**src/rtl/rec7_pkg.sv**
```systemverilog
// Package: shared widths, codes and constant functions of the reciprocal
// estimate unit. Assumes the three IEEE-754 binary formats only.
package rec7_pkg;

    localparam int WORD_W    = 64;
    localparam int FRAC_W    = 52;                 // widest fraction
    localparam int EXP_W     = 11;                 // widest exponent
    localparam int WEXP_W    = EXP_W + 2;          // signed working exponent
    localparam int LUT_BITS  = 7;
    localparam int LUT_DEPTH = 1 << LUT_BITS;
    localparam int LZ_W      = $clog2(FRAC_W + 1);
    localparam int FLAG_W    = 5;

    typedef enum logic [1:0] {
        FMT_RSVD = 2'b00,
        FMT_HALF = 2'b01,
        FMT_SNGL = 2'b10,
        FMT_DBL  = 2'b11
    } fmt_e;

    typedef enum logic [2:0] {
        RM_RNE = 3'b000,
        RM_RTZ = 3'b001,
        RM_RDN = 3'b010,
        RM_RUP = 3'b011,
        RM_RMM = 3'b100
    } rm_e;

    typedef enum logic [2:0] {
        CL_ZERO, CL_SUB, CL_NORM, CL_INF, CL_QNAN, CL_SNAN, CL_BAD
    } cls_e;

    localparam logic [FLAG_W-1:0] FLG_NV = 5'b10000;
    localparam logic [FLAG_W-1:0] FLG_DZ = 5'b01000;
    localparam logic [FLAG_W-1:0] FLG_OF = 5'b00100;
    localparam logic [FLAG_W-1:0] FLG_NX = 5'b00001;

    // Exponent width of a format.
    function automatic int exp_bits(fmt_e f);
        case (f)
            FMT_HALF: return 5;
            FMT_DBL:  return 11;
            default:  return 8;
        endcase
    endfunction

    // Canonical quiet NaN of a format, zero-extended.
    function automatic logic [WORD_W-1:0] canon_nan(fmt_e f);
        case (f)
            FMT_HALF: return 64'h0000_0000_0000_7E00;
            FMT_DBL:  return 64'h7FF8_0000_0000_0000;
            default:  return 64'h0000_0000_7FC0_0000;
        endcase
    endfunction

    // Table entry i: round(2^(2L+2) / (2^(L+1) + 2i + 1)) - 2^L.
    function automatic logic [LUT_BITS-1:0] lut_entry(int i);
        int num;
        int den;
        num = 1 << (2 * LUT_BITS + 2);
        den = (1 << (LUT_BITS + 1)) + 2 * i + 1;
        return LUT_BITS'((2 * num + den) / (2 * den) - (1 << LUT_BITS));
    endfunction

    // Leading-zero count of a left-aligned fraction.
    function automatic logic [LZ_W-1:0] lzc(logic [FRAC_W-1:0] v);
        logic [LZ_W-1:0] n;
        logic            hit;
        n   = LZ_W'(FRAC_W);
        hit = 1'b0;
        for (int i = FRAC_W - 1; i >= 0; i--) begin
            if (!hit && v[i]) begin
                n   = LZ_W'(FRAC_W - 1 - i);
                hit = 1'b1;
            end
        end
        return n;
    endfunction

    // Place sign, exponent and left-aligned fraction into a format word.
    function automatic logic [WORD_W-1:0] assemble(fmt_e f, logic s,
                                                   logic [EXP_W-1:0] e,
                                                   logic [FRAC_W-1:0] m);
        case (f)
            FMT_HALF: return {48'b0, s, e[4:0], m[FRAC_W-1 -: 10]};
            FMT_DBL:  return {s, e, m};
            default:  return {32'b0, s, e[7:0], m[FRAC_W-1 -: 23]};
        endcase
    endfunction

endpackage

```
**src/rtl/rec7_classify.sv**
```systemverilog
// Splits the operand by format into sign, exponent and a left-aligned
// 52-bit fraction, and classifies it. Assumes a reserved format code
// is reported as CL_BAD and its fields are don't-care.
module rec7_classify
    import rec7_pkg::*;
(
    input  fmt_e               fmt_i,
    input  logic [WORD_W-1:0]  op_i,
    output logic               sign_o,
    output logic [EXP_W-1:0]   exp_o,
    output logic [FRAC_W-1:0]  frac_o,
    output cls_e               cls_o
);

    logic [EXP_W-1:0] all_ones;

    // Field extraction per format, fraction left-aligned.
    always_comb begin
        case (fmt_i)
            FMT_HALF: begin
                sign_o = op_i[15];
                exp_o  = {6'b0, op_i[14:10]};
                frac_o = {op_i[9:0], 42'b0};
            end
            FMT_SNGL: begin
                sign_o = op_i[31];
                exp_o  = {3'b0, op_i[30:23]};
                frac_o = {op_i[22:0], 29'b0};
            end
            FMT_DBL: begin
                sign_o = op_i[63];
                exp_o  = op_i[62:52];
                frac_o = op_i[51:0];
            end
            default: begin
                sign_o = 1'b0;
                exp_o  = '0;
                frac_o = '0;
            end
        endcase
    end

    // Operand class from the extracted fields.
    always_comb begin
        all_ones = EXP_W'((1 << exp_bits(fmt_i)) - 1);
        if (fmt_i == FMT_RSVD)           cls_o = CL_BAD;
        else if (exp_o == '0)            cls_o = (frac_o == '0) ? CL_ZERO : CL_SUB;
        else if (exp_o == all_ones) begin
            if (frac_o == '0)            cls_o = CL_INF;
            else if (frac_o[FRAC_W-1])   cls_o = CL_QNAN;
            else                         cls_o = CL_SNAN;
        end
        else                             cls_o = CL_NORM;
    end

endmodule

```
**src/rtl/rec7_normalize.sv**
```systemverilog
// Produces the table index and signed working exponent. Subnormals are
// normalised with a leading-zero count; two or more shifts flag an
// unrepresentable reciprocal. Assumes the fraction is nonzero when sub_i.
module rec7_normalize
    import rec7_pkg::*;
(
    input  logic                     sub_i,
    input  logic [EXP_W-1:0]         exp_i,
    input  logic [FRAC_W-1:0]        frac_i,
    output logic [LUT_BITS-1:0]      idx_o,
    output logic signed [WEXP_W-1:0] wexp_o,
    output logic                     huge_o
);

    logic [LZ_W-1:0] lz;

    // Leading-zero count over the aligned fraction.
    assign lz = lzc(frac_i);

    // Index and working exponent for normal or subnormal operands.
    always_comb begin
        if (sub_i) begin
            idx_o  = LUT_BITS'((frac_i << (lz + LZ_W'(1))) >> (FRAC_W - LUT_BITS));
            wexp_o = -$signed({{(WEXP_W-LZ_W){1'b0}}, lz});
            huge_o = (lz >= LZ_W'(2));
        end else begin
            idx_o  = frac_i[FRAC_W-1 -: LUT_BITS];
            wexp_o = $signed({2'b00, exp_i});
            huge_o = 1'b0;
        end
    end

endmodule

```
**src/rtl/rec7_core.sv**
```systemverilog
// Table lookup and result exponent, including right shifts for results
// whose exponent computes to 0 or -1. The table is generated at
// elaboration from the package function. Assumes a finite nonzero input.
module rec7_core
    import rec7_pkg::*;
(
    input  fmt_e                     fmt_i,
    input  logic [LUT_BITS-1:0]      idx_i,
    input  logic signed [WEXP_W-1:0] wexp_i,
    output logic [EXP_W-1:0]         oexp_o,
    output logic [FRAC_W-1:0]        ofrac_o
);

    logic [LUT_BITS-1:0]      lut [LUT_DEPTH];
    logic signed [WEXP_W-1:0] bias2m1;
    logic signed [WEXP_W-1:0] oe;
    logic [FRAC_W-1:0]        base;

    // One constant table entry per index.
    for (genvar g = 0; g < LUT_DEPTH; g++) begin : g_lut
        assign lut[g] = lut_entry(g);
    end

    // Exponent arithmetic and subnormal-result shifting.
    always_comb begin
        bias2m1 = WEXP_W'((1 << exp_bits(fmt_i)) - 3);
        oe      = bias2m1 - wexp_i;
        base    = {lut[idx_i], {(FRAC_W-LUT_BITS){1'b0}}};
        if (oe == '0) begin
            oexp_o  = '0;
            ofrac_o = {1'b1, base[FRAC_W-1:1]};
        end else if (oe == -1) begin
            oexp_o  = '0;
            ofrac_o = {2'b01, base[FRAC_W-1:2]};
        end else begin
            oexp_o  = oe[EXP_W-1:0];
            ofrac_o = base;
        end
    end

endmodule

```
**src/rtl/rec7_pack.sv**
```systemverilog
// Selects the final word and flags from the operand class, the overflow
// indication and the rounding code, and packs it for the format.
module rec7_pack
    import rec7_pkg::*;
(
    input  fmt_e               fmt_i,
    input  logic [2:0]         rm_i,
    input  logic               sign_i,
    input  cls_e               cls_i,
    input  logic               huge_i,
    input  logic [EXP_W-1:0]   oexp_i,
    input  logic [FRAC_W-1:0]  ofrac_i,
    output logic [WORD_W-1:0]  res_o,
    output logic [FLAG_W-1:0]  flags_o
);

    logic [EXP_W-1:0] all_ones;
    logic             clamp;

    // Overflow saturates to max finite for directed-toward-zero cases.
    always_comb begin
        clamp = (rm_i == RM_RTZ) ||
                (rm_i == RM_RDN && !sign_i) ||
                (rm_i == RM_RUP &&  sign_i);
    end

    // Result and flag selection by class.
    always_comb begin
        all_ones = EXP_W'((1 << exp_bits(fmt_i)) - 1);
        flags_o  = '0;
        case (cls_i)
            CL_BAD: begin
                res_o   = canon_nan(FMT_SNGL);
                flags_o = FLG_NV;
            end
            CL_SNAN: begin
                res_o   = canon_nan(fmt_i);
                flags_o = FLG_NV;
            end
            CL_QNAN: res_o = canon_nan(fmt_i);
            CL_INF:  res_o = assemble(fmt_i, sign_i, '0, '0);
            CL_ZERO: begin
                res_o   = assemble(fmt_i, sign_i, all_ones, '0);
                flags_o = FLG_DZ;
            end
            default: begin
                if (huge_i) begin
                    flags_o = FLG_OF | FLG_NX;
                    res_o   = clamp ? assemble(fmt_i, sign_i, all_ones - EXP_W'(1), '1)
                                    : assemble(fmt_i, sign_i, all_ones, '0);
                end else begin
                    res_o = assemble(fmt_i, sign_i, oexp_i, ofrac_i);
                end
            end
        endcase
    end

endmodule

```
**src/rtl/rec7_unit.sv**
```systemverilog
// Top of the reciprocal estimate unit: combinational estimate path feeding
// one registered output stage with a valid/ready handshake.
// Assumes synchronous active-low reset; data registers are not reset.
module rec7_unit
    import rec7_pkg::*;
(
    input  logic                clk,
    input  logic                rst_n,
    input  logic                in_valid,
    output logic                in_ready,
    input  logic [WORD_W-1:0]   in_op,
    input  logic [1:0]          in_fmt,
    input  logic [2:0]          in_rm,
    output logic                out_valid,
    input  logic                out_ready,
    output logic [WORD_W-1:0]   out_res,
    output logic [FLAG_W-1:0]   out_flags
);

    fmt_e                     fmt;
    logic                     sgn;
    logic [EXP_W-1:0]         iexp;
    logic [FRAC_W-1:0]        ifrac;
    cls_e                     cls;
    logic [LUT_BITS-1:0]      idx;
    logic signed [WEXP_W-1:0] wexp;
    logic                     huge;
    logic [EXP_W-1:0]         oexp;
    logic [FRAC_W-1:0]        ofrac;
    logic [WORD_W-1:0]        res_d;
    logic [FLAG_W-1:0]        flags_d;
    logic                     take;

    assign fmt      = fmt_e'(in_fmt);
    assign in_ready = !out_valid || out_ready;
    assign take     = in_valid && in_ready;

    rec7_classify u_classify (
        .fmt_i  (fmt),
        .op_i   (in_op),
        .sign_o (sgn),
        .exp_o  (iexp),
        .frac_o (ifrac),
        .cls_o  (cls)
    );

    rec7_normalize u_normalize (
        .sub_i  (cls == CL_SUB),
        .exp_i  (iexp),
        .frac_i (ifrac),
        .idx_o  (idx),
        .wexp_o (wexp),
        .huge_o (huge)
    );

    rec7_core u_core (
        .fmt_i   (fmt),
        .idx_i   (idx),
        .wexp_i  (wexp),
        .oexp_o  (oexp),
        .ofrac_o (ofrac)
    );

    rec7_pack u_pack (
        .fmt_i   (fmt),
        .rm_i    (in_rm),
        .sign_i  (sgn),
        .cls_i   (cls),
        .huge_i  (huge),
        .oexp_i  (oexp),
        .ofrac_i (ofrac),
        .res_o   (res_d),
        .flags_o (flags_d)
    );

    // Output valid: set on accept, cleared when drained or in reset.
    always_ff @(posedge clk) begin
        if (!rst_n)         out_valid <= 1'b0;
        else if (take)      out_valid <= 1'b1;
        else if (out_ready) out_valid <= 1'b0;
    end

    // Output data: captured only on accept.
    always_ff @(posedge clk) begin
        if (take) begin
            out_res   <= res_d;
            out_flags <= flags_d;
        end
    end

endmodule

```
**config.mk**
```make
export PLATFORM = sky130hd
export DESIGN_NAME = rec7_unit
export DESIGN_NICKNAME = d
export VERILOG_FILES = /design/src/rtl/rec7_pkg.sv /design/src/rtl/rec7_classify.sv /design/src/rtl/rec7_normalize.sv /design/src/rtl/rec7_core.sv /design/src/rtl/rec7_pack.sv /design/src/rtl/rec7_unit.sv
export SDC_FILE = /design/constraint.sdc
export NUM_CORES = 1
export LEC_CHECK = 0
export ABC_AREA = 1
export BUFFER_PORTS_ARGS = -buffer_cell sky130_fd_sc_hd__buf_2
export CORE_ASPECT_RATIO = 1.1
export CORE_UTILIZATION = 64
export DETAILED_ROUTE_END_ITERATION = 8
export PLACE_DENSITY = 0.95
export SLEW_MARGIN = 20
export SYNTH_ARGS = -nofsm -noshare
export SYNTH_HDL_FRONTEND = slang
export SYNTH_SLANG_ARGS = --single-unit
```
**constraint.sdc**
```tcl
create_clock -name clk -period 30.7 [get_ports clk]
set_input_delay 9.21 -clock clk [delete_from_list [all_inputs] [get_ports clk]]
set_output_delay 9.21 -clock clk [all_outputs]
set_load 0.03 [all_outputs]
```
Word-level counts from Yosys, hierarchy flattened --
Memories as Yosys holds them, arrays and structs flattened. Cells that the tools add are included.
Storage, ports and cells: flip-flop bits (word level) 70, ROM bits 896, input bits 73, logic and storage cells 281, memories 1
Operators by class: add/sub/neg operators 6, magnitude comparators 2, eq/ne operators 13, shift-type cells 2, muxes and demuxes 134, bitwise gates (word level) 1, reduce and logical (&&, ||, !) cells 119
Memory list:
- (no name shown) | words 128, bits a word 7, read ports 1, clocked after Yosys merged registers in 0, write ports 0, line rec7_core.sv:28 | base = {lut[idx_i], {(FRAC_W-LUT_BITS){1'b0}}};
Operators by type and width (count):
- $pmux 64 s2 | 4
- $mux 6 | 52
- $pmux 64 s4 | 1
- $pmux 52 s3 | 1
- $mux 64 | 2
- $pmux 63 s2 | 1
- $mux 52 | 2
- $mux 1 | 56
- $logic_and 1x1->1 | 54
- $logic_not 1->1 | 53
- $logic_not 52->1 | 1
- $shl 52x6->52 | 1
- $pmux 11 s3 | 1
- $mux 11 | 2
- $mux 7 | 3
- $mux 3 | 5
- $pmux 5 s3 | 1
- $eq 13x1->1 const B | 1
- $logic_not 13->1 | 1
- $mux 13 | 1
- $neg 6->13 | 1
- $shl 1x4->13 const A | 1
- $sub 13x13->13 | 1
- $sub 13x3->13 const B | 1
- other kinds (20) | 30

Longest topological paths before layout --
Gate-level depths: netlist (run 1).
word-level depth 168, gate-level depth with buffers 60, mapped depth without buffers 55

Modules after synthesis --
A second synthesis (run 1) with hierarchy kept.
Unflattened totals: cells, all modules 1853, area total of the unflattened synthesis 10821.6 sq um
Modules (own cells, without submodules):
- rec7_normalize | times used 1, cells each 719, area each 3485.8 sq um
- rec7_core | times used 1, cells each 462, area each 2406.1 sq um
- rec7_unit | times used 1, cells each 77, area each 2130.8 sq um
- rec7_pack | times used 1, cells each 295, area each 1417.6 sq um
- rec7_classify | times used 1, cells each 300, area each 1381.3 sq um

Least setup slack after synthesis (run 1) --
OpenSTA, ideal clock, no wires.
path kind input to output, start input out_ready, end output in_ready, data arrival time 9.462 ns, required time 21.490 ns, slack 12.028 ns, stages on the path 2, buffers on the path 0, cells stage by stage inv_1 > nand2_1
Between the ends: cells in the longest elaborated chain, start to end 1
RTL lines:
- start, declared | line rec7_unit.sv:15 | input logic out_ready,
- $logic_or 1x1->1 | line rec7_unit.sv:35 | assign in_ready = !out_valid || out_ready;
- end, declared | line rec7_unit.sv:10 | output logic in_ready,
Every way passes these cells.

Worst setup path in the final report (run 1) --
start input in_fmt[0], end register out_res[14], data pin
Between the ends: cells in the longest elaborated chain, start to end 168
RTL lines:
- start, declared | line rec7_unit.sv:12 | input logic [1:0] in_fmt,
- $eq 2x2->1, or another cell as far along
- $pmux 52 s3 | line rec7_classify.sv:19 | case (fmt_i)
- $mux 1 | line rec7_pkg.sv:72 | if (!hit && v[i]) begin
- $logic_not 1->1 | line rec7_pkg.sv:72
- $logic_and 1x1->1 | line rec7_pkg.sv:72
- $mux 1 | line rec7_pkg.sv:72
- $logic_not 1->1 | line rec7_pkg.sv:72
- $logic_and 1x1->1 | line rec7_pkg.sv:72
- [... 152 more ...]
- $mem_v2 128x7
- $mux 7 (not written as such) (2 in a row) | line rec7_core.sv:28
- $mux 52 | line rec7_core.sv:32 | end else if (oe == -1) begin
- $mux 52 | line rec7_core.sv:29 | if (oe == '0) begin
- $pmux 64 s2 | line rec7_pkg.sv:84 | case (f)
- $mux 64 | line rec7_pack.sv:47 | if (huge_i) begin
- $pmux 64 s4 * | line rec7_pack.sv:31 | case (cls_i)
- named net res_d[14] | line rec7_unit.sv:30 | logic [WORD_W-1:0] res_d;
- end signal, assigned | line rec7_unit.sv:86 | out_res <= res_d;
- end, declared | line rec7_unit.sv:16 | output logic [WORD_W-1:0] out_res,
The timed path passes the listed nets; every way through them passes the cells marked *. The select of a mux whose other input is x is not followed. A chain may end at the register's enable or synchronous reset.

==> results.md, run 1 <==
- The run finished, with violations left.
- The final reports fail on design-rule violations.
- The most repeated library cell on the critical path is a21oi_1.
- The routability-driven placement congestion ratio is roughly 1.1.
- The average size of a mapped cell is 5.91 µm².
- The final instance count without filler cells is 1,773.
- The boundary pin count is 144.
- The worst setup path is launched from an input pin.
- The later pin in the worst-skew pair is clocked with a latency of 330 ps.
- The remaining antenna violation count is 0.
- The floorplan step defined a die boundary enclosing 14,300 µm².
- The library cell used as clock root buffer is clkbuf_16.
- Setup repair after global routing left no endpoint under its margin.
- The routed layout has 11.7k vias.
- In the routed design, unresolved DRC markers number 65.
- The number of buffers and inverters on the critical path is 12.
- The shortest clock period the worst path allows after layout is 19,090 ps.
- The class of the most critical setup path is input pin to register.
- TritonCTS built the clock tree.
- The initial core utilization is roughly two thirds.
- Summed over all cells, the static leakage comes to 0.00491 µW.
- Of all nets on the critical path, the largest fanout is 51.
- The post-synthesis instance total is 1,498.
- Setup total negative slack on the finished layout was measured at 0 ps.
- The final number of setup-violating endpoints is 0.
- Entering global routing, the biggest net connects 65 pins.
- The worst slack at placement is 11,770 ps.
- The total global routing overflow is 0.
- The share of cells above drive strength 1 is between 10% and 20%.
- The number of placed instances, taps included, is 1,758.
- Post-CTS repair changed the size of 0 cells.
- Dividing the detail-routed via count by the number of cells gives approximately 6.6.
- For this block, the initial DRC count from the detailed router was 2,037.
- Dividing total power by cell area gives a power density of 46.0 nW/µm².
- The number of antenna violations at the first check in global routing came to 0.
- STA classifies the critical path endpoint as a register.
- Summed over all nets, the half-perimeter wirelength after detailed placement is 26.2 mm.
- The final-report max-slew violation count is 0.
- The number of endpoints with negative hold slack in the final report came to 0.
- The count of flip-flops with a built-in enable after synthesis is 57.
- The number of max-cap violations is 0.
- Counting every sink on the clock net gives 58.
- The cell with the biggest individual delay on the critical path is nand4_2.
- The number of nets at the end of the flow is around 1.7k.
- For this run, the leading register cell type out of synthesis is edfxtp_1.
- The die extent in y is between 100 and 150 µm.
- At the pin with the least slew margin, the transition time is 1110 ps.
- The required time of the worst setup path is 30,760 ps.
- The synthesized design contains 58 register bits.
- STA puts the critical path data arrival time at 19,150 ps.
- The number of global-route vias before repair was 10.8k.
- After clock tree synthesis, the setup repair step added 0 buffers.
- 0 antenna diodes ended up in the layout.
- The aggregate global-route resource usage is 48.8%.
- From left edge to right edge, the die measures 114 µm.
- No sink is reached through more buffers than the 2 on the longest clock path.
- The area of the core is 13,300 µm².
- The global-route wire length before repair is 54.4 mm.
- The peak ir drop on the vdd network is between 20 and 25 µV.
- Hold repair after CTS inserted 0 buffers.
- For this run, the slowest stage of the critical path takes 820 ps.
- Static timing analysis puts the maximum clock frequency at 0.0524 GHz.
- TritonCTS created 9 clock buffers.
- The area growth from synthesis to layout is 9.96%.
- The share of async-settable or async-resettable flops after synthesis is 0%.
- The cell area after synthesis is 8850 µm².
- In this design, the largest share of critical-path delay is due to simple AND/OR/NAND/NOR gates.
- After layout, the worst setup slack is between 10,000 and 15,000 ps.
- For this block, the routed nets add up to roughly 35 mm of wire.
- The average wire per cell in the routed design is 19.8 µm.
- The clock edge transition at the registers on the reported setup and hold paths is 50 ps.
- The portion of the post-synthesis area used by sequential elements is 19.6%.
- The number of standard-cell rows in the floorplan is 44.
- The class of the tightest hold or removal check is register to register.
- The max-slew headroom at the worst pin is 25.6%.
- Yosys printed 0 warnings.
- The fraction of the cycle the final worst path needs is 62.2%.
- The number of port buffers is 142.
- The H-tree was split into 3 levels.
- Before antenna repair, the detailed router went through 9 iterations.
- After synthesis, the netlist uses 59 different library cells.
- The worst clock skew is 3.05 ps.
==> layout by cell type (no fill, tap or decap), types with 4 or more instances in the layout <==
master	synthesis	routed
nand2_1	356	356
nand3_1	270	270
inv_1	177	177
nor2_1	151	151
buf_2	16	142
nand4_1	74	74
a21oi_1	63	62
edfxtp_1	57	57
o21ai_0	38	38
ha_1	33	33
o21ai_1	22	22
inv_2	20	20
nor3_1	20	20
o22ai_1	19	19
o211ai_1	11	11
conb_1	2	10
clkbuf_16	0	9
nand2_2	8	8
nor4_1	8	8
buf_4	21	8
xor2_1	7	7
clkinv_1	4	6
nor2_4	6	6
a31oi_1	6	6
nand2_4	6	6
nand3_2	5	5
xnor2_1	5	5
o21bai_1	5	5
nor2_2	4	4
==> cell usage after synthesis (3+ instances only) <==
| cell type | number | area [µm²] |
|---|---|---|
| o21ai_0 | 38 | 190 |
| nand2_1 | 356 | 1340 |
| edfxtp_1 | 57 | 1710 |
| o21bai_1 | 5 | 37.5 |
| a21oi_1 | 63 | 315 |
| o221ai_1 | 3 | 26.3 |
| buf_1 | 7 | 26.3 |
| clkbuf_1 | 33 | 124 |
| inv_2 | 20 | 75.1 |
| nand3_2 | 5 | 50.1 |
| buf_6 | 5 | 56.3 |
| xor2_1 | 7 | 61.3 |
| nor2_4 | 6 | 67.6 |
| nand2_2 | 8 | 50.1 |
| nand4_1 | 74 | 463 |
| ha_1 | 33 | 413 |
| nor4_1 | 8 | 50.1 |
| o22ai_1 | 19 | 119 |
| nor2_2 | 4 | 25.0 |
| inv_1 | 177 | 664 |
| nor3_1 | 20 | 100 |
| o211ai_1 | 11 | 82.6 |
| nand2_4 | 6 | 67.6 |
| a31oi_1 | 6 | 37.5 |
| clkinv_1 | 4 | 15.0 |
| o21ai_1 | 22 | 110 |
| buf_4 | 21 | 158 |
| o31ai_1 | 3 | 22.5 |
| nor2_1 | 151 | 567 |
| xnor2_1 | 5 | 43.8 |
| buf_2 | 16 | 80.1 |
| nand3_1 | 270 | 1350 |
==> final cells by class <==
class | instances | area (µm²)
sequential | 58 | 1730
multi-input combinational | 1165 | 5960
clock buffer | 9 | 225
timing repair buffer | 150 | 771
tap | 184 | 230
fill | 1200 | 3590
inverter | 201 | 754
clock inverter | 6 | 58.8
==> cells by family (layout without fill, tap and decap cells) <==
logic type / count (synthesis) / after routing / share of synthesized area, %
AO/OA/AOI/OAI: 188 / 188 / 12.4
XOR/XNOR: 13 / 13 / 1.37
adder cells (fa/ha/maj): 34 / 34 / 4.89
buffers and inverters: 283 / 366 / 13.5
flip-flops: 58 / 58 / 19.6
other: 2 / 10 / 0.0848
AND/OR/NAND/NOR: 920 / 920 / 48.1
==> stage by stage <==
step	hold WS (ps)	util [%]	instance area [µm²]	power, µW
2_1_floorplan	861	-	8880	285
3_3_place_gp	554	70.9	9450	335
3_5_place_dp	595	70.9	9450	339
4_1_cts	599	73.1	9730	436
5_1_grt	618	73.1	9730	472
6_report	611	73.1	9730	448
==> worst min-delay path: stages, from the launching register on <==
cell      delay, ps
dfxtp_1         360
nand2_1         110
a21boi_0         80
==> report_power, final <==
part           switching, µW  leakage (µW)  internal (µW)  total (µW)
registers               2.45      0.000576           95.5        98.0
logic                    179       0.00420           73.5         252
clock network           35.6      0.000136           61.6        97.3
==> state kept, by name, summed over array words and instances (netlist names) <==
name	flops
out_res	54
out_flags	3
out_valid	1
==> metal layers <==
| layer | global-route usage, % | wire length (µm) | vias up |
|---|---|---|---|
| li1 | - | - | 5215 |
| met1 | 55.2 | 11400 | 5107 |
| met2 | 78.9 | 15700 | 1025 |
| met3 | 8.97 | 4350 | 308 |
| met4 | 42.0 | 3670 | 0 |
| met5 | 0 | 0 | - |
==> path summary, 6_finish.rpt <==
| path | from | endpoint | slack [ps] | cells after the start |
|---|---|---|---|---|
| max | in_fmt[0] | out_res[14] | 11610 | 52 |
| min | out_valid | out_valid | 610 | 2 |
| max reg2reg | out_valid | out_res[63] | 29180 | 2 |
| min reg2reg | out_valid | out_valid | 610 | 2 |
No activity file was read; power rests on OpenSTA's default activity.
==> run 2: changes to the inputs <==
--- a/config.mk
+++ b/config.mk
@@ -8,9 +8,9 @@
 export ABC_AREA = 1
 export BUFFER_PORTS_ARGS = -buffer_cell sky130_fd_sc_hd__buf_2
 export CORE_ASPECT_RATIO = 1.1
-export CORE_UTILIZATION = 64
+export CORE_UTILIZATION = 59
 export DETAILED_ROUTE_END_ITERATION = 8
-export PLACE_DENSITY = 0.95
+export PLACE_DENSITY = 0.92
 export SLEW_MARGIN = 20
 export SYNTH_ARGS = -nofsm -noshare
 export SYNTH_HDL_FRONTEND = slang
==> constraint.sdc (replaced) <==
create_clock -name clk -period 18.8 [get_ports clk]
set_input_delay 5.64 -clock clk [delete_from_list [all_inputs] [get_ports clk]]
set_output_delay 5.64 -clock clk [all_outputs]
set_load 0.03 [all_outputs]
==> results.md, run 2 (synthesized netlist as in run 1, its figures left out) <==
- The run finished with clean final reports.
- The cell with the biggest individual delay on the critical path is nand3_2.
- Clock tree synthesis inserted a total of 9 buffers.
- The number of cells on the worst reg-to-reg path is 2.
- The data arrival time of the critical path is 15,670 ps.
- The number of port buffers is 142.
- Gates resized during post-CTS repair numbered 0.
- The routability-driven placement congestion ratio is roughly 1.1.
- OpenSTA, run right after detailed placement, puts the worst setup slack at 3170 ps.
- The count of hold-fix buffers inserted at cts is 0.
- The library cells used most frequently in the layout, excluding fill and tap cells, are nand2_1 (356), nand3_1 (270), inv_1 (177).
- The first-pass detailed-route iteration total is 7.
- The required time of the worst setup path is 18,860 ps.
- Setup repair after global routing left no endpoint under its margin.
- The number of standard-cell rows in the floorplan is 46.
- The worst register-to-register path has a setup slack of roughly 17,000 ps.
- The number of antenna violations at the first check in global routing is 0.
- The routed length on met1 is 12.0 mm.
- Once detail routing completed, the nets flagged for antenna violations numbered 0.
- The number of remaining DRC errors is 0.
- The most repeated library cell on the critical path is nand2_1.
- 144 I/O pins were placed.
- For this design the ratio of total power to cell area is 73.7 nW/µm².
- The floorplan die width is 119 µm.
- The aggregate global-route resource usage is a little over two fifths.
- The worst setup path is of the input pin to register kind.
- The number of max-cap violations is 0.
- The final standard cell area without fillers is 9740 µm².
- The sequential cells in the finished layout cover a total of 1730 µm².
- The number of global-route vias before repair was 10.0k.
- The kind of end point of the critical path is a register.
- The flip-flop count of the largest register after layout is 54.
- The number of endpoints with negative hold slack in the final report is 0.
- The number of levels in the clock H-tree is 3.
- The worst path meets setup with 3190 ps of slack.
- The amount of wire on met3 after detailed routing is 3.70 mm.
- The routed layout has between 10k and 15k vias.
- The detailed router used layers up to and including met4.
- The kind of cell with the highest combined delay along the critical path is simple AND/OR/NAND/NOR gates.
- The hold path startpoint is out_valid.
- The initial core utilization is between 60% and 70%.
- The category of the worst setup path launch point is an input pin.
- The pin count of the biggest net entering global routing is 65.
- The tightest min-delay check is of the register to register type.
- The end point of the most critical hold path is out_valid.
- The transition at the pin with the smallest max-transition slack is 1090 ps.
- The highest clock frequency the design can meet is 0.0641 GHz.
- The total clock sinks is 58.
- Using the TritonRoute via totals, the vias-per-cell ratio works out to 6.43.
- The start of the worst register-to-register path is out_valid.
- The endpoint identified for the worst register-to-register timing path is out_res[24].
- The first routing iteration left 2,039 violations.
- The fill cell total of the finished layout is around 1.4k.
- The shortest clock period the worst path allows after layout is 15,610 ps.
- The final-report max-slew violation count is 0.
- The final HPWL from detailed placement is 26.3 mm.
- The CTS tree is built.
- In the final routed layout, each cell accounts on average for 19.4 µm.
- Clock-pin slew was measured on the worst setup and hold paths at 50 ps.
- The total area of multi-input combinational cells is between 5000 and 6000 µm².
- The placed cell area is 9470 µm².
- Summed over all layers, the global routing overflow is 0.
- The library cell used as clock root buffer is clkbuf_16.
- For the final database, setup skew stands at 4.96 ps.
- Relative to the synthesized area, the layout overhead comes to 10.0%.
- The post-layout total power is 717 µW.
- The antenna diode count is 0.
- The fraction of the cycle the final worst path needs is 83.0%.
- The clock insertion delay at the later pin of the skew report is 340 ps.
- The stage delay of the slowest cell on the critical path is 630 ps.
- The total setup buffers inserted after CTS is 0.
- Adding up every negative setup slack in the final design gives 0 ps.
- At the end of the flow, the number of nets in the layout was around 1.7k.
- In the final layout, the registers with the most flip-flops are out_res: 54 flops, out_flags: 3 flops, out_valid: 1 flops.
- The floorplan die area is 15,500 µm².
- Counting both buffers and inverters, the worst setup path holds a total of 13.
- Setup violations remaining at the end of the flow were counted as 0.
- The max-slew headroom at the worst pin is 27.2%.
- The largest register by flop count is out_res.
- The global-route wire length before repair is roughly 52 mm.
- The number of buffers on the longest clock path is 2.
- After floorplanning, the core was sized to cover 14,600 µm².
- After detailed routing, the met2 layer carries 16.2 mm of wire.
- The leakage power is 0.00490 µW.
- The worst-case IR drop observed on VDD is 47.8 µV.
- The most frequent standard cell in the layout excluding fill and tap cells is nand2_1.
- The critical-path maximum fanout is 54.
- The worst hold path passes through 2 cells.
- The total routed wirelength is 34.5 mm.
- The die extent in y is about 130 µm.
- Cells with a size suffix above 1 make up around 14% of the layout.
[run 2: cell types whose count changed in the layout (fill, tap and decap cells not counted)]
cell,change
clkinv_1,-1
clkinvlp_4,+2
inv_6,+1
buf_4,+1
clkinv_2,+1
clkinv_4,-1
bufinv_16,-1
[run 2: layer usage]
layer / global-route usage (%) / up-vias
li1: - / 5218
met1: 50.0 / 5079
met2: 77.1 / 948
met3: 6.21 / 217
met4: 30.9 / 0
met5: 0 / -
[run 2: stage by stage]
| step | hold WS, ps | utilization (%) | cells |
|---|---|---|---|
| 3_5_place_dp | 539 | 65.0 | 1767 |
| 3_3_place_gp | 530 | 65.0 | 1767 |
| 2_1_floorplan | 861 | - | 1506 |
| 5_1_grt | 578 | 66.9 | 1783 |
| 6_report | 550 | 66.9 | 1783 |
| 4_1_cts | 548 | 66.9 | 1783 |
[run 2: cell type report]
cell class	instances	share of cell area, %
multi-input cells	1165	61.2
flip-flops and latches	58	17.8
clock inverters	7	0.463
repair buffers	151	7.99
inverters	201	7.75
well taps	192	2.47
clock buffers	9	2.31
[run 2: worst max-delay path by stage]
| stage | cells after the start | end | from | slack (ps) |
|---|---|---|---|---|
| finish | 55 | out_res[54] | in_fmt[0] | 3190 |
| global route | 55 | out_res[14] | in_fmt[0] | 2160 |
| global placement | 55 | out_res[14] | in_fmt[0] | 3540 |
| detailed placement | 55 | out_res[14] | in_fmt[0] | 3170 |
| CTS | 55 | out_res[14] | in_fmt[0] | 3510 |
| floorplan | 56 | out_res[14] | in_fmt[1] | 6060 |
[run 2: power by group]
| group | internal [µW] | switching [µW] | total, µW |
|---|---|---|---|
| sequential | 156 | 3.77 | 160 |
| combinational | 120 | 289 | 409 |
| clock | 88.4 | 60.3 | 149 |
[run 2: worst min-delay path, delay by kind of cell, from the launching register on]
kind             cells  cell delay [ps]
AND/OR/NAND/NOR      1               90
flip-flops           1              340
AO/OA/AOI/OAI        1               70
